===== src/rtl/sst_pkg.sv =====
package sst_pkg;
  typedef enum logic [1:0] {
    ST_IDLE  = 2'd0,
    ST_ARMED = 2'd1,
    ST_RUN   = 2'd2
  } sst_state_e;
endpackage


===== src/rtl/sst_rst_sync.sv =====
module sst_rst_sync #(
  parameter int STAGES = 2
) (
  input  logic clk,
  input  logic arst_n,
  output logic rst_n_o
);
  logic [STAGES-1:0] chain_q;

  always_ff @(posedge clk or negedge arst_n) begin
    if (!arst_n) chain_q <= '0;
    else         chain_q <= {chain_q[STAGES-2:0], 1'b1};
  end

  assign rst_n_o = chain_q[STAGES-1];
endmodule


===== src/rtl/sst_sync.sv =====
module sst_sync #(
  parameter int STAGES = 2
) (
  input  logic clk,
  input  logic rst_n,
  input  logic d,
  output logic q
);
  logic [STAGES-1:0] chain_q;

  always_ff @(posedge clk or negedge rst_n) begin
    if (!rst_n) chain_q <= '0;
    else        chain_q <= {chain_q[STAGES-2:0], d};
  end

  assign q = chain_q[STAGES-1];
endmodule


===== src/rtl/sst_pulse_qual.sv =====
module sst_pulse_qual #(
  parameter int CW = 8
) (
  input  logic          clk,
  input  logic          rst_n,
  input  logic          lvl,
  input  logic [CW-1:0] min_width,
  output logic          qual
);
  localparam logic [CW-1:0] CNT_MAX = {CW{1'b1}};

  logic [CW-1:0] cnt_q, cnt_d;
  logic [CW-1:0] min_eff;
  logic          cnt_en;

  assign min_eff = (min_width == '0) ? {{(CW-1){1'b0}}, 1'b1} : min_width;

  always_comb begin
    cnt_en = 1'b1;
    cnt_d  = cnt_q;
    if (!lvl)                 cnt_d = '0;
    else if (cnt_q != CNT_MAX) cnt_d = cnt_q + 1'b1;
    else                       cnt_en = 1'b0;
  end

  always_ff @(posedge clk or negedge rst_n) begin
    if (!rst_n)      cnt_q <= '0;
    else if (cnt_en) cnt_q <= cnt_d;
  end

  assign qual = lvl && (cnt_q == (min_eff - 1'b1));
endmodule


===== src/rtl/sst_watchdog.sv =====
module sst_watchdog #(
  parameter int TW = 16
) (
  input  logic          clk,
  input  logic          rst_n,
  input  logic          run_en,
  input  logic          kick,
  input  logic [TW-1:0] limit,
  output logic          expire
);
  localparam logic [TW-1:0] CNT_MAX = {TW{1'b1}};

  logic [TW-1:0] cnt_q, cnt_d;
  logic [TW-1:0] lim_eff;
  logic          cnt_en;

  assign lim_eff = (limit == '0) ? {{(TW-1){1'b0}}, 1'b1} : limit;

  always_comb begin
    cnt_en = 1'b1;
    cnt_d  = cnt_q;
    if (!run_en || kick)       cnt_d = '0;
    else if (cnt_q != CNT_MAX) cnt_d = cnt_q + 1'b1;
    else                       cnt_en = 1'b0;
  end

  always_ff @(posedge clk or negedge rst_n) begin
    if (!rst_n)      cnt_q <= '0;
    else if (cnt_en) cnt_q <= cnt_d;
  end

  assign expire = run_en && !kick && (cnt_q >= (lim_eff - 1'b1));
endmodule


===== src/rtl/sst_ctrl.sv =====
module sst_ctrl
  import sst_pkg::*;
(
  input  logic       clk,
  input  logic       rst_n,
  input  logic       arm_req,
  input  logic       halt_req,
  input  logic       smp_busy,
  input  logic       qual,
  input  logic       expire,
  output sst_state_e state,
  output logic       stb,
  output logic       missed
);
  sst_state_e st_q, st_d;
  logic       hp_q, hp_d;
  logic       stb_q, stb_d;
  logic       miss_q, miss_d;

  always_comb begin
    st_d   = st_q;
    hp_d   = hp_q;
    stb_d  = 1'b0;
    miss_d = miss_q;
    unique case (st_q)
      ST_IDLE: begin
        if (arm_req) begin
          st_d   = ST_ARMED;
          miss_d = 1'b0;
          hp_d   = 1'b0;
        end
      end
      ST_ARMED: begin
        if (halt_req) begin
          st_d = ST_IDLE;
        end else if (qual) begin
          st_d  = ST_RUN;
          stb_d = 1'b1;
        end
      end
      ST_RUN: begin
        if (expire) miss_d = 1'b1;
        if (halt_req || hp_q) begin
          if (!smp_busy) begin
            st_d = ST_IDLE;
            hp_d = 1'b0;
          end else begin
            hp_d = 1'b1;
          end
        end else if (qual) begin
          stb_d = 1'b1;
        end
      end
      default: st_d = ST_IDLE;
    endcase
  end

  always_ff @(posedge clk or negedge rst_n) begin
    if (!rst_n) begin
      st_q   <= ST_IDLE;
      hp_q   <= 1'b0;
      stb_q  <= 1'b0;
      miss_q <= 1'b0;
    end else begin
      st_q   <= st_d;
      hp_q   <= hp_d;
      stb_q  <= stb_d;
      miss_q <= miss_d;
    end
  end

  assign state  = st_q;
  assign stb    = stb_q;
  assign missed = miss_q;
endmodule


===== src/rtl/smp_sync_trig.sv =====
module smp_sync_trig
  import sst_pkg::*;
#(
  parameter int MW_W      = 8,
  parameter int TO_W      = 16,
  parameter int SYNC_STGS = 2
) (
  input  logic            clk,
  input  logic            rst_n,
  input  logic            ext_pulse,
  input  logic            arm_req,
  input  logic            halt_req,
  input  logic            smp_busy,
  input  logic [MW_W-1:0] min_width,
  input  logic [TO_W-1:0] miss_limit,
  output logic            start_stb,
  output logic            armed,
  output logic            running,
  output logic            missed
);
  logic       rst_n_s;
  logic       pulse_lvl;
  logic       pulse_ok;
  logic       wd_expire;
  sst_state_e state;

  sst_rst_sync #(.STAGES(SYNC_STGS)) u_rst (
    .clk    (clk),
    .arst_n (rst_n),
    .rst_n_o(rst_n_s)
  );

  sst_sync #(.STAGES(SYNC_STGS)) u_sync (
    .clk  (clk),
    .rst_n(rst_n_s),
    .d    (ext_pulse),
    .q    (pulse_lvl)
  );

  sst_pulse_qual #(.CW(MW_W)) u_qual (
    .clk      (clk),
    .rst_n    (rst_n_s),
    .lvl      (pulse_lvl),
    .min_width(min_width),
    .qual     (pulse_ok)
  );

  sst_watchdog #(.TW(TO_W)) u_wd (
    .clk   (clk),
    .rst_n (rst_n_s),
    .run_en(state == ST_RUN),
    .kick  (pulse_ok),
    .limit (miss_limit),
    .expire(wd_expire)
  );

  sst_ctrl u_ctrl (
    .clk     (clk),
    .rst_n   (rst_n_s),
    .arm_req (arm_req),
    .halt_req(halt_req),
    .smp_busy(smp_busy),
    .qual    (pulse_ok),
    .expire  (wd_expire),
    .state   (state),
    .stb     (start_stb),
    .missed  (missed)
  );

  assign armed   = (state == ST_ARMED);
  assign running = (state == ST_RUN);
endmodule


===== config.mk =====
export PLATFORM = sky130hd
export DESIGN_NAME = smp_sync_trig
export DESIGN_NICKNAME = d
export VERILOG_FILES = /design/src/rtl/sst_pkg.sv /design/src/rtl/sst_rst_sync.sv /design/src/rtl/sst_sync.sv /design/src/rtl/sst_pulse_qual.sv /design/src/rtl/sst_watchdog.sv /design/src/rtl/sst_ctrl.sv /design/src/rtl/smp_sync_trig.sv
export SDC_FILE = /design/constraint.sdc
export NUM_CORES = 1
export LEC_CHECK = 0
export BUFFER_PORTS_ARGS = -buffer_cell sky130_fd_sc_hd__buf_2
export CAP_MARGIN = 0
export CORE_MARGIN = 10
export CORE_UTILIZATION = 59
export CTS_CLUSTER_SIZE = 28
export DETAILED_ROUTE_END_ITERATION = 16
export PLACE_DENSITY_LB_ADDON = 0.15
export SLEW_MARGIN = 20
export SYNTH_ARGS = -nofsm -noshare
export SYNTH_HDL_FRONTEND = slang
export SYNTH_SLANG_ARGS = --single-unit

===== constraint.sdc =====
create_clock -name clk -period 2.9 [get_ports clk]
set_clock_uncertainty 0.1 [all_clocks]
set_input_delay 0.29 -clock clk [delete_from_list [all_inputs] [get_ports clk]]
set_output_delay 0.29 -clock clk [all_outputs]
set_load 0.005 [all_outputs]

---- Word level (Yosys, flattened, before mapping) ----
Index checks and enable logic that the tools add are counted.
operators by class
  magnitude comparators ................... 1
  mux-type cells .......................... 26
  reductions and logical operators ........ 17
  equality and inequality tests ........... 11
  add/subtract/negate cells ............... 4
operator list
  kind                                                                   count
  16-bit 2-to-1 mux                                                      3
  8-bit 2-to-1 mux                                                       3
  16-bit by 1-bit adder with 16-bit output (second input constant)       1
  16-bit greater-or-equal comparator                                     1
  16-bit logical NOT                                                     1
  16-bit != test (second input constant)                                 1
  16-bit by 1-bit subtractor with 16-bit output (second input constant)  1
  1-bit 2-to-1 mux                                                       11
  2-bit 2-to-1 mux                                                       5
  8-bit by 1-bit adder with 8-bit output (second input constant)         1
  8-bit == test                                                          1
  8-bit logical NOT                                                      1
  8-bit != test (second input constant)                                  1
  8-bit by 1-bit subtractor with 8-bit output (second input constant)    1
  2-bit by 1-bit != test with 1-bit output (second input constant)       3
  1-bit one-hot mux with 2 select lines                                  3
  2-bit one-hot mux with 3 select lines                                  1
  3-bit AND reduction                                                    2
  2-bit != test (second input constant)                                  2
  2-bit AND reduction                                                    2
  4-bit AND reduction                                                    1
  2-bit nonzero test                                                     2
  1-bit logical AND                                                      3
  3-bit by 2-bit != test with 1-bit output (second input constant)       1
  5 further kinds                                                        7
storage, ports and cells
  input port bits ......................... 30
  flip-flop bits (word level) ............. 33
  output and inout bits ................... 4
  word-level logic and storage cells ...... 67

---- Longest topological paths before layout ----
Gate-level depths: netlist (run 1).
  word-level depth ........................ 10
  gate-level depth with buffers ........... 16
  depth with buffers taken out ............ 16

---- Cells and area by module ----
A second synthesis (run 1) with hierarchy kept.
unflattened totals
  cells, all modules ...................... 289
  area total of the unflattened synthesis .. 2603.7 sq um
modules (own cells, without submodules)
  module          seq. area each (sq um)  area each (sq um)  times used  cells an instance
  sst_watchdog    400.4                   1496.4             1           176
  sst_pulse_qual  200.2                   690.7              1           78
  sst_ctrl        125.1                   297.8              1           28
  sst_rst_sync    50.0                    53.8               1           3
  sst_sync        50.0                    50.0               1           2
  smp_sync_trig   0.0                     15.0               1           2

---- Worst setup path before layout (run 1) ----
Ideal clock, no wire load.
  path kind ............................... input -> register
  start point ............................. input miss_limit[9]
  end point ............................... register u_ctrl.miss_q, in the netlist u_ctrl.missed
  arrival ................................. 3097 ps
  slack ................................... -425 ps
  required time ........................... 2672 ps
  path buffers ............................ 0
  stages on the path ...................... 15
  setup time .............................. 128 ps
  path through ............................ or4_1 nor4_2 nand2_1 nor4_1 nor2_1 ha_1 nor3b_1 xnor2_1 ha_1 a21o_1 a2111oi_0 o21ai_0 o211ai_1 and3_1 a211oi_1
between the ends
  longest elaborated chain between the ends .. 7
RTL lines
  element                                                        line                 text
  from (decl)                                                    smp_sync_trig.sv:15  input logic [TO_W-1:0] miss_limit,
  16-bit logical NOT                                             sst_watchdog.sv:17   assign lim_eff = (limit == '0) ? {{(TW-1){1'b0}}, 1'b1} : limit;
  16-bit 2-to-1 mux (*)                                          sst_watchdog.sv:17
  16-bit by 1-bit subtractor with 16-bit output (*)              sst_watchdog.sv:32   assign expire = run_en && !kick && (cnt_q >= (lim_eff - 1'b1));
  16-bit greater-or-equal comparator (*)                         sst_watchdog.sv:32
  1-bit logical AND (*)                                          sst_watchdog.sv:32
  2-bit by 1-bit != test with 1-bit output (no source line) (*)  n/a
  3-bit AND reduction (no source line) (*)                       n/a
  to (signal assigned)                                           sst_ctrl.sv:68       miss_q <= miss_d;
  to (decl)                                                      sst_ctrl.sv:18       logic miss_q, miss_d;
Mark *: on every way between the ends. The rest lies on a longest branch, timed or not.
A chain may end at the register's enable or synchronous reset.

---- Worst setup path in the final report (run 1) ----
  start point ............................. input miss_limit[10]
  end point ............................... register u_ctrl.miss_q, in the netlist u_ctrl.missed
Same word-level chain as after synthesis.

==> flow_summary.toml, run 1 <==
[logic_synthesis]
synth.avg_cell_area_um2 = 8.93
postSynthCellCount = 279
synthesis.nets = 332
ys_types = 49
synth-edff-count = 0
synth_seq_cells = 33
ys_async_sr_fraction = 1.00
yosysSeqAreaShare = 0.331
syn_area_mm2 = 0.00249
synthFlopType = "dfrtp_1"
yosys_warnings = 0

[sta]
worst_pin_slew_ns = 0.613
setup_viol = 1
period_share = 1.07
relSlewSlack = 0.590
hold_viol_final = 0
report.final.slew_viol_count = 0
fmax_ghz = 0.323
fin_tns_setup_ns = -0.197
period_minus_slack_ns = 3.10
rsz0062_at_grt = "true"
setup_ws_ns = -0.197

[critical_path]
crit_buf_inv = 1
worstPathArrival_ns = 3.17
crit_type = "in -> reg"
crit_path_end_kind = "flop"
path_depth = 16
crit_family = "simple AND/OR/NAND/NOR gates"
r2r_cells = 6
crit_chain = "buf_6 > or4_4 > nor4_4 > nand2_1 > nor4_2 > nor2_1 > ha_2 > nor3b_4 > xnor2_1 > ha_1 > a21o_1 > a2111oi_4 > o21ai_1 > o211ai_1 > and3_1 > a211oi_2"
timing.rr.start = "u_wd.cnt_q[6]"
cp_data_required_time_ns = 2.97
cp-start-kind = "primary input"
cpPeakStageDelay_ns = 0.55
critPathMaxFanout = 3
cp-startpoint = "miss_limit[10]"
worst_path_max_delay_cell = "or4_4"

[finish]
fillCellCount = 299
multi_input_area_mm2 = 0.00165
num_antenna_cells = 0
fin_nets = 389
fin_area_mm2 = 0.00306
final_common_cell = "nor2_1"
layout_common_cells = "nor2_1, dfrtp_1, buf_2"
layout.cells.non_filler = 387
area.growth.synth_to_final_pct = 23.0
seqCellArea_um2 = 826
drive_above_1_share = 0.228
post-route-util = 0.755

[global_routing]
antenna_found_initial = 0
grt_pass1_vias = 2256
grt_pass1_wl_um = 9830
grt.total_usage = 0.158
grt_max_degree = 30
overflow = 0

[clock_tree]
root_buffer = "clkbuf_8"
clkLatencyLatePin_ns = 0.30
clock_sinks = 33
cts_buffers = 5
htreeDepth = 2
cts_tree = "built"
clkSlewWorstSetupHoldPaths_ns = 0.07
ctsLongestPathBuffers = 2

[routing]
vias = 2199
ant_nets = 0
routedWlPerCell_um = 14.1
drt-pass1-iter-count = 4
viasPerCell = 5.68
drc = 0
wl_um = 5440
drtIter0Drc = 115

[floorplan]
die_y_um = 85.0
rows = 23
die_w_um = 85.0
dieArea_mm2 = 0.00722
initial_utilization = 0.614
io_pins = 34
core_mm2 = 0.00406

[power_and_ir_drop]
vdd_ir_drop_max_uv = 373
p_leak_nw = 1.42
p_per_area_mw_per_mm2 = 373
intPower_mw = 0.834
p_sw_frac = 0.271
seqPwrFrac = 0.425
combPwrFrac = 0.188
clkPwrFrac = 0.387
netSwitchingPower_mw = 0.309

[place]
place_ws_ns = -0.876
io_buffers = 33
dp.cells = 375
postPlaceCellArea_mm2 = 0.00283
place.gp.congestion = 0.833
dp_hpwl_um = 4110

[hold_path]
hold_depth = 2
hp-class = "in -> reg"
worstHoldStart = "halt_req"

[flow_run]
cap_violations = 0

[run_status]
violations = "negative setup slack"
status = "finished, violations left"
## cells by family after synthesis
| family | after synthesis | synth area share |
|---|---|---|
| multiplexers | 5 | 0.0206 |
| AO/OA/AOI/OAI | 45 | 0.128 |
| XOR/XNOR | 34 | 0.120 |
| buffers and inverters | 19 | 0.0306 |
| other | 1 | 0.00151 |
| AND/OR/NAND/NOR | 119 | 0.253 |
| adder cells (fa/ha/maj) | 23 | 0.116 |
| flip-flops | 33 | 0.331 |
## cell type report
type                            count  share of cell area
Multi-Input combinational cell    227               0.540
Tap cell                           50              0.0204
Sequential cell                    33               0.270
Inverter                           13              0.0159
Clock inverter                      3              0.0151
Clock buffer                        5              0.0225
Timing Repair Buffer               56               0.117
## metrics by stage
stage          hold slack, ns  total power [mW]
2_1_floorplan          -0.106             0.613
3_3_place_gp          -0.0688             0.692
3_5_place_dp          -0.0657             0.699
4_1_cts                 0.126              1.15
5_1_grt                 0.140              1.21
6_report                0.126              1.14
## power groups by stage
stage | Combinational [mW] | Sequential, mW | Clock [mW]
final | 0.215 | 0.486 | 0.442
after CTS | 0.213 | 0.486 | 0.447
after floorplan | 0.117 | 0.496 | 0
after global routing | 0.249 | 0.488 | 0.470
after detailed placement | 0.204 | 0.495 | 0
after global placement | 0.198 | 0.495 | 0
## worst reg2reg max path: cells and delay by family, from the launching register on
family           cells  cell delay (ns)
XOR/XNOR             1             0.19
flip-flops           1             0.44
AND/OR/NAND/NOR      5             1.52
## what timing repair did
action                     CTS  global route
hold endpoints to repair     5             0
hold buffers                 3             0
setup endpoints to repair    1             1
setup buffers                1             0
pin swaps                   10             3
resized for setup            9             6
## path summary, 6_finish.rpt
kind,endpoint,slack [ns]
worst max-delay path,u_ctrl.missed,-0.20
worst min-delay path,u_ctrl.stb,0.13
worst max register to register,u_wd.cnt_q[3],0.54
worst min register to register,u_wd.cnt_q[0],0.18
max in group asynchronous,u_sync.chain_q[0],2.09
min in group asynchronous,u_wd.cnt_q[0],0.18
## metal layers
metal | vias up | GRT usage | wire (µm)
met5 | - | 0 | 0
met4 | 0 | 0.0479 | 89
met3 | 11 | 0.0516 | 261
met2 | 30 | 0.266 | 2660
met1 | 1040 | 0.186 | 2440
li1 | 1118 | - | -
## synthesized netlist by cell type, types with 2 or more instances
cell | instances | area [µm²]
nor2_1 | 38 | 143
dfrtp_1 | 33 | 826
ha_1 | 23 | 288
nand2_1 | 19 | 71.3
xor2_1 | 19 | 166
xnor2_1 | 15 | 131
inv_1 | 13 | 48.8
nand3_1 | 11 | 55.1
a21oi_1 | 10 | 50.1
nand4_1 | 10 | 62.6
and3_1 | 8 | 50.1
o21ai_0 | 7 | 35.0
nor3_1 | 6 | 30.0
nor4_1 | 5 | 31.3
a21o_1 | 4 | 30.0
a31oi_1 | 4 | 25.0
clkbuf_1 | 4 | 15.0
mux2i_1 | 4 | 40.0
nand2b_1 | 4 | 25.0
a211oi_1 | 3 | 22.5
nor3b_1 | 3 | 22.5
o21a_1 | 3 | 22.5
a21boi_1 | 2 | 15.0
a311oi_1 | 2 | 17.5
nor2b_1 | 2 | 12.5
nor3_4 | 2 | 32.5
nor4_2 | 2 | 25.0
o211ai_1 | 2 | 15.0
## registers in the layout, summed over array words and instances, names as in the netlist
name	flops
u_ctrl.missed	1
u_qual.cnt_q	8
u_ctrl.state	2
u_wd.cnt_q	16
u_rst.chain_q	2
u_ctrl.stb	1
u_sync.chain_q	2
u_ctrl.hp_q	1
No activity file was read; power rests on OpenSTA's default activity.
==> run 2, diff against run 1 <==
--- a/config.mk
+++ b/config.mk
@@ -7,7 +7,7 @@
 export LEC_CHECK = 0
 export BUFFER_PORTS_ARGS = -buffer_cell sky130_fd_sc_hd__buf_2
 export CAP_MARGIN = 0
-export CORE_MARGIN = 10
+export CORE_MARGIN = 1
 export CORE_UTILIZATION = 59
 export CTS_CLUSTER_SIZE = 28
 export DETAILED_ROUTE_END_ITERATION = 16
==> flow_summary.toml, run 2 (same netlist as run 1, synthesis figures left out) <==
[routing]
drc = 0
routedWlPerCell_um = 13.2
wl_met2_um = 2530
viasPerCell = 5.69
drtIter0Drc = 58
drt-pass1-iter-count = 4
wl_um = 5130
ant_nets = 0
wl_met3_um = 181
highest_layer = "met4"
vias = 2203
drt-met1-wl_um = 2350

[critical_path]
cp-start-kind = "primary input"
crit_path_end_kind = "flop"
worstPathArrival_ns = 3.27
cp-startpoint = "miss_limit[9]"
cp_data_required_time_ns = 2.96
critPathMaxFanout = 3
timing.rr.start = "u_wd.cnt_q[6]"
crit_type = "in -> reg"

[sta]
setup_ws_ns = -0.306
report.final.slew_viol_count = 0
worst_pin_slew_ns = 0.695
relSlewSlack = 0.537
setup_viol = 1
rsz0062_at_grt = "true"
period_minus_slack_ns = 3.21
hold_viol_final = 0
period_share = 1.11
fmax_ghz = 0.312
holdWs_ns = 0.131

[hold_path]
hp-class = "in -> reg"
worstHoldStart = "halt_req"

[finish]
top_register = "u_wd.cnt_q"
num_antenna_cells = 0
layout_common_cells = "nor2_1, dfrtp_1, buf_2"
final_common_cell = "nor2_1"
top_regs = "u_wd.cnt_q: 16 flops, u_qual.cnt_q: 8 flops"
area.growth.synth_to_final_pct = 22.3
drive_above_1_share = 0.231
largest_register_ffs = 16
fillCellCount = 295
fin_nets = 389

[place]
place.gp.congestion = 0.797
dp_hpwl_um = 3930
place_ws_ns = -0.943
io_buffers = 33

[floorplan]
dieArea_mm2 = 0.00449
io_pins = 34
core_mm2 = 0.00403
initial_utilization = 0.618
die_w_um = 67.0
rows = 23
die_y_um = 67.0

[global_routing]
grt_pass1_wl_um = 8540
grt_max_degree = 19
grt.total_usage = 0.252
antenna_found_initial = 0
grt_pass1_vias = 2041
overflow = 0

[clock_tree]
htreeDepth = 2
clkSlewWorstSetupHoldPaths_ns = 0.07
root_buffer = "clkbuf_8"
cts_buffers = 5
ctsLongestPathBuffers = 2
cts_tree = "built"
clock_sinks = 33
clkLatencyLatePin_ns = 0.29

[run_status]
status = "finished, violations left"
violations = "negative setup slack"

[power_and_ir_drop]
vdd_ir_drop_max_uv = 342
p_leak_nw = 1.42
p_per_area_mw_per_mm2 = 380

[flow_run]
cap_violations = 0
-- run 2: cell types whose count changed in the layout (fill, tap and decap cells not counted), sizes merged --
cell and delta:
clkbuf +1, dlygate4sd3 -1, clkinv -1, buf +1
-- run 2: what timing repair did --
action | in CTS | in global routing
setup buffers | 1 | 0
gates resized for setup | 8 | 5
hold buffers | 2 | 0
endpoints found under the setup margin | 1 | 1
endpoints found under the hold margin | 3 | 0
pin swaps | 1 | 5
-- run 2: worst paths after layout --
check                           cells after the start  slack (ns)               to
worst max-delay path                               16       -0.31    u_ctrl.missed
worst min-delay path                                2        0.13       u_ctrl.stb
min in group asynchronous                           0        0.19  u_qual.cnt_q[0]
worst max register to register                      6        0.56    u_wd.cnt_q[3]
worst min register to register                      0        0.19  u_qual.cnt_q[0]
max in group asynchronous                           1        1.91       u_ctrl.stb
-- run 2: cell type report --
type	count	area, µm²	area share
multi-input cells	227	1640	0.538
flip-flops and latches	33	826	0.271
repair buffers	56	349	0.115
clock buffers	6	82.6	0.0271
well taps	50	62.6	0.0205
inverters	13	48.8	0.0160
clock inverters	2	37.5	0.0123
-- run 2: per-stage QoR --
step / cell area (µm²) / util / total power [mW] / TNS [ns] / std cells
final: 3050 / 0.756 / 1.16 / -0.306 / 387
after global routing: 3050 / 0.756 / 1.21 / -0.466 / 387
after CTS: 3020 / 0.750 / 1.16 / -0.462 / 387
after detailed placement: 2840 / 0.705 / 0.698 / -0.943 / 376
after global placement: 2840 / 0.705 / 0.692 / -0.719 / 376
after floorplan: 2490 / - / 0.613 / -0.425 / 279
-- run 2: critical path, cell delays in order --
cell	delay, ns
buf_6	0.09
or4_4	0.55
nor4_4	0.21
nand2_1	0.13
nor4_2	0.15
nor2_1	0.09
ha_2	0.18
nor3b_4	0.16
xnor2_1	0.13
ha_1	0.30
a21o_1	0.20
a2111oi_2	0.29
o21ai_1	0.14
o211ai_1	0.12
and3_1	0.20
a211oi_2	0.04
-- run 2: power by group --
| group | leakage, nW | switching (mW) | internal [mW] |
|---|---|---|---|
| clock | 0.0574 | 0.177 | 0.279 |
| sequential | 0.447 | 0.0170 | 0.474 |
| combinational | 0.913 | 0.108 | 0.102 |
| total | 1.42 | 0.302 | 0.855 |
-- run 2: routing by layer --
| metal | vias to the layer above | track usage |
|---|---|---|
| met3 | 10 | 0.0616 |
| met2 | 36 | 0.429 |
| met4 | 0 | 0.0851 |
| met1 | 1045 | 0.308 |
| met5 | - | 0 |
| li1 | 1112 | - |
